**src/rtl/irq_route_pkg.sv**
```systemverilog
// Package: shared constants for the interrupt line router.
// Assumes: the bus offers eight lines and the input synchronizer uses two flops.
package irq_route_pkg;
    localparam int unsigned IRQ_LINES_DEF = 8;
    localparam int unsigned SYNC_DEPTH_DEF = 2;

    // One-hot vector for line 0, used as the reset selection.
    function automatic logic [IRQ_LINES_DEF-1:0] first_line();
        return IRQ_LINES_DEF'(1);
    endfunction
endpackage

```
**src/rtl/irq_sel_decode.sv**
```systemverilog
// Module: registered one-hot decode of the line selection.
// Assumes: sel is an index below NUM_LINES. Each bit is a plain flop, so the
// old enable and the new enable change on the same edge.
module irq_sel_decode #(
    parameter int unsigned NUM_LINES = 8,
    localparam int unsigned SEL_W = $clog2(NUM_LINES)
) (
    input  logic                 clk,
    input  logic                 rst_n,
    input  logic [SEL_W-1:0]     sel,
    output logic [NUM_LINES-1:0] oe_q
);
    for (genvar i = 0; i < NUM_LINES; i++) begin : g_bit
        // Purpose: per-line enable flop, set only when this line is selected.
        always_ff @(posedge clk) begin
            if (!rst_n) oe_q[i] <= (i == 0);
            else        oe_q[i] <= (sel == SEL_W'(i));
        end
    end
endmodule

```
**src/rtl/irq_pin_drive.sv**
```systemverilog
// Module: registers the request and forms the per-line output value.
// Assumes: oe is one-hot. A disabled line presents 0 on its value output.
module irq_pin_drive #(
    parameter int unsigned NUM_LINES = 8
) (
    input  logic                 clk,
    input  logic                 rst_n,
    input  logic                 req,
    input  logic [NUM_LINES-1:0] oe,
    output logic [NUM_LINES-1:0] pin_out
);
    logic req_q;

    // Purpose: capture the request so that its timing matches the enable.
    always_ff @(posedge clk) begin
        if (!rst_n) req_q <= 1'b0;
        else        req_q <= req;
    end

    for (genvar i = 0; i < NUM_LINES; i++) begin : g_pin
        // Purpose: drive the request level only on the enabled line.
        assign pin_out[i] = oe[i] & req_q;
    end
endmodule

```
**src/rtl/irq_level_sync.sv**
```systemverilog
// Module: multi-flop synchronizer for the sampled bus line levels.
// Assumes: the lines are asynchronous to clk and each is treated as an
// independent bit. STAGES is at least 1.
module irq_level_sync #(
    parameter int unsigned NUM_LINES = 8,
    parameter int unsigned STAGES    = 2
) (
    input  logic                 clk,
    input  logic                 rst_n,
    input  logic [NUM_LINES-1:0] d,
    output logic [NUM_LINES-1:0] q
);
    logic [NUM_LINES-1:0] stage [STAGES];

    for (genvar s = 0; s < STAGES; s++) begin : g_stage
        if (s == 0) begin : g_first
            // Purpose: first capture of the raw line levels.
            always_ff @(posedge clk) begin
                if (!rst_n) stage[s] <= '0;
                else        stage[s] <= d;
            end
        end else begin : g_next
            // Purpose: later stage that resolves metastability.
            always_ff @(posedge clk) begin
                if (!rst_n) stage[s] <= '0;
                else        stage[s] <= stage[s-1];
            end
        end
    end

    assign q = stage[STAGES-1];
endmodule

```
**src/rtl/irq_line_router.sv**
```systemverilog
// Module: top of the selectable interrupt line driver.
// Drives one selected bus interrupt line with the internal request, leaves
// the others floating, and reports the synchronized levels of all lines.
// Assumes: the pad ring combines pin_oe and pin_out into tri-state buffers.
module irq_line_router #(
    parameter int unsigned NUM_LINES  = irq_route_pkg::IRQ_LINES_DEF,
    parameter int unsigned SYNC_DEPTH = irq_route_pkg::SYNC_DEPTH_DEF,
    localparam int unsigned SEL_W = $clog2(NUM_LINES)
) (
    input  logic                 clk,
    input  logic                 rst_n,
    input  logic                 irq_req,
    input  logic [SEL_W-1:0]     line_sel,
    input  logic [NUM_LINES-1:0] pin_in,
    output logic [NUM_LINES-1:0] pin_oe,
    output logic [NUM_LINES-1:0] pin_out,
    output logic [NUM_LINES-1:0] line_status
);
    // Purpose: the selection becomes a registered one-hot enable.
    irq_sel_decode #(.NUM_LINES(NUM_LINES)) u_decode (
        .clk   (clk),
        .rst_n (rst_n),
        .sel   (line_sel),
        .oe_q  (pin_oe)
    );

    // Purpose: the request is driven onto the enabled line.
    irq_pin_drive #(.NUM_LINES(NUM_LINES)) u_drive (
        .clk     (clk),
        .rst_n   (rst_n),
        .req     (irq_req),
        .oe      (pin_oe),
        .pin_out (pin_out)
    );

    // Purpose: the line levels are read back for conflict detection.
    irq_level_sync #(.NUM_LINES(NUM_LINES), .STAGES(SYNC_DEPTH)) u_sync (
        .clk   (clk),
        .rst_n (rst_n),
        .d     (pin_in),
        .q     (line_status)
    );
endmodule

```
**config.mk**
```make
export PLATFORM = sky130hd
export DESIGN_NAME = irq_line_router
export DESIGN_NICKNAME = d
export VERILOG_FILES = /design/src/rtl/irq_route_pkg.sv /design/src/rtl/irq_sel_decode.sv /design/src/rtl/irq_pin_drive.sv /design/src/rtl/irq_level_sync.sv /design/src/rtl/irq_line_router.sv
export SDC_FILE = /design/constraint.sdc
export NUM_CORES = 1
export LEC_CHECK = 0
export ABC_AREA = 1
export BUFFER_PORTS_ARGS = -buffer_cell sky130_fd_sc_hd__buf_2
export CAP_MARGIN = 15
export CORE_UTILIZATION = 43
export CTS_BUF_LIST = sky130_fd_sc_hd__clkbuf_4 sky130_fd_sc_hd__clkbuf_8 sky130_fd_sc_hd__clkbuf_16
export CTS_CLUSTER_DIAMETER = 100
export DETAILED_ROUTE_END_ITERATION = 16
export PLACE_DENSITY = 0.75
export SLEW_MARGIN = 5
export SYNTH_ARGS = -nofsm -noshare
export SYNTH_HDL_FRONTEND = slang
export SYNTH_HIERARCHICAL = 1
export SYNTH_SLANG_ARGS = --single-unit
```
**constraint.sdc**
```tcl
create_clock -name clk -period 0.87 [get_ports clk]
set_input_delay 0.174 -clock clk [delete_from_list [all_inputs] [get_ports clk]]
set_output_delay 0.174 -clock clk [all_outputs]
set_load 0.03 [all_outputs]
```
==> impl_metrics.py <==
metrics = {
    "status": {
        "outcome": "finished with violations",
        "violations": "setup timing",
    },
    "yosys": {
        "synth_ff_type": "dfxtp_1",
        "synth.avg_cell_area_um2": 8.38,
        "syn_area_um2": 813,
        "synth_top_area_cell": "dfxtp_1",
        "synth_edf_count": 0,
        "synth_warnings": 6,
        "synth_area_leaders": "dfxtp_1 (62%), inv_1 (13%), nand2_1 (12%), nand2_2 (3.8%), nor2_1 (2.8%)",
        "synth_fp_nets": 111,
        "synth_most_common_cell": "inv_1",
        "yosys-top-cells-count": "inv_1 (29), nand2_1 (27), dfxtp_1 (25), nor2_1 (6), nand2_2 (5)",
        "synth_top_area_frac": 0.615,
        "syn_inst": 97,
        "ys_ff_latch": 25,
        "yosysUniqueCellTypes": 9,
        "synthArstFlopShare": 0,
        "synth_seq_area_share": 0.615,
    },
    "clocking": {
        "h-tree-depth": 1,
        "cts_setup_buffers": 0,
        "root_buffer": "clkbuf_4",
        "cts_num_sinks": 25,
        "worstSkewPairLatency_ns": 0.30,
        "cts_buffers": 3,
        "cts_tree": "yes",
        "path_clk_slew_ns": 0.12,
        "cts_buffer_depth": 2,
        "cts_hold_buf": 0,
    },
    "route": {
        "vias": 655,
        "ant_nets": 0,
        "drtIter0Drc": 8,
        "wire_per_inst_um": 8.95,
        "wirelength_um": 1440,
        "first_pass_iters": 2,
        "vias_per_cell": 4.07,
        "drc": 0,
    },
    "timing": {
        "hold_viol_final": 0,
        "fmax_mhz": 887,
        "setup_tns_ns": -3.11,
        "finalSetupViolCount": 24,
        "tightest_slew_ns": 0.181,
        "drv_slew": 0,
        "grt_setup_unrepaired": "yes",
        "setup_slack_ns": -0.257,
        "relSlewSlack": 0.879,
        "post-route-min-period_ns": 1.13,
        "skew_ns": 0.00349,
        "fin_crit_sh": 1.30,
    },
    "finish": {
        "nets": 151,
        "drive_gt1_frac": 0.529,
        "final_area_um2": 1210,
        "syn2layout_area_growth_pct": 48.8,
        "antenna_cells": 0,
    },
    "floorplanning": {
        "start_util": 0.466,
        "coreArea_um2": 1750,
        "die-width_um": 45.5,
        "pin_count": 38,
        "fp.dieH_um": 45.5,
        "fp-row-count": 15,
        "dieArea_um2": 2070,
    },
    "place": {
        "port_buffers": 37,
        "hpwlAfterDp_um": 1010,
        "place_area_um2": 1010,
        "gp_congestion": 0.679,
    },
    "power_and_ir_drop": {
        "p_leak_nw": 0.732,
        "power.density_nw_per_um2": 1630,
        "vdd_drop_max_mv": 1.25,
    },
    "critical_path": {
        "cp-startpoint": "u_drive/req_q$_SDFF_PN0_",
        "arrival_ns": 0.95,
        "worstSetupEndpoint": "pin_out[5]",
        "timing_worst_setup_path_type": "flip-flop to output port",
        "r2r_cells": 2,
        "path_max_fanout": 8,
        "rr_startpoint": "u_sync/stage[0][4]$_SDFF_PN0_",
        "reg2reg_to": "u_sync/stage[1][4]$_SDFF_PN0_",
        "crit_required_ns": 0.70,
        "cp-start-kind": "flip-flop",
        "r2r_setup_slack_ns": 0.34,
        "end_kind": "output port",
    },
    "global_routing": {
        "grtUsageTotal": 0.150,
        "antenna_found_initial": 0,
        "grt_overflow_total": 0,
        "grt_max_degree": 17,
        "grt_pass1_wl_um": 2150,
        "grt_pass1_vias": 576,
    },
    "worst_hold_path": {
        "hp-class": "input pin to flip-flop",
    },
    "flow_run": {
        "maxCapViolations": 0,
    },
}
## power breakdown
group          switching [mW]  total [mW]  internal (mW)  leakage, nW
logic                   0.139       0.245          0.106        0.500
registers              0.0274        1.22           1.20        0.213
clock network           0.292       0.502          0.209       0.0184
## routing by layer
metal  global-route usage  routed length, µm
met5                    0                  0
met4               0.0727                 12
met3               0.0278                 79
met2                0.326                861
met1                0.118                487
## state kept, by name, summed over array words and instances (netlist names)
register and flops:
u_drive/req_q 1, u_decode/oe_q 8, u_sync/stage 16
## how the worst min path moves through the flow
stage	slack, ns	from	cells past startpoint	endpoint
final	0.05	pin_in[0]	3	u_sync/stage[0][0]$_SDFF_PN0_
after global placement	0.35	pin_in[7]	3	u_sync/stage[0][7]$_SDFF_PN0_
after detailed placement	0.36	pin_in[4]	3	u_sync/stage[0][4]$_SDFF_PN0_
after global routing	0.04	pin_in[2]	3	u_sync/stage[0][2]$_SDFF_PN0_
after floorplan	0.24	rst_n	1	u_decode/oe_q[0]$_SDFF_PN1_
after CTS	0.04	pin_in[0]	3	u_sync/stage[0][0]$_SDFF_PN0_
## what timing repair did
action | CTS | global route
resized for setup | 60 | 4
cloned | 0 | 0
setup endpoints to repair | 24 | 24
pin swaps | 2 | 0
## logic make-up (layout without fill, tap and decap cells)
group,after synthesis,count (layout),share of synthesized area
buf+inv,32,71,0.178
flops,25,25,0.615
simple gates,40,40,0.206
## cell usage in the layout, fill, tap and decap left out, drive strengths merged
master / n
buf: 38
clkbuf: 4
dfxtp: 25
inv: 29
nand2: 32
nor2: 8
## critical path: stages (launching register included)
cell and delay (ns):
dfxtp_4 0.40, nand2_1 0.08, inv_2 0.06, buf_6 0.12
## cell type report
class	instances	area, µm²
Clock buffer	4	30.0
Fill cell	146	536
Inverter	29	109
Multi-Input combinational cell	40	173
Sequential cell	25	524
Tap cell	25	31.3
Timing Repair Buffer	38	343
## through the flow
| stage | total power, mW | setup slack (ns) | instances | util | hold WS (ns) |
|---|---|---|---|---|---|
| floorplan | 1.38 | 0.0198 | 97 | - | 0.243 |
| global placement | 1.44 | -0.0188 | 157 | 0.579 | 0.353 |
| detailed placement | 1.45 | -0.0754 | 157 | 0.579 | 0.361 |
| CTS | 1.99 | -0.255 | 161 | 0.692 | 0.0404 |
| global route | 2.06 | -0.299 | 161 | 0.693 | 0.0417 |
| finish | 1.97 | -0.257 | 161 | 0.693 | 0.0493 |
(Power assumes the default switching activity.)
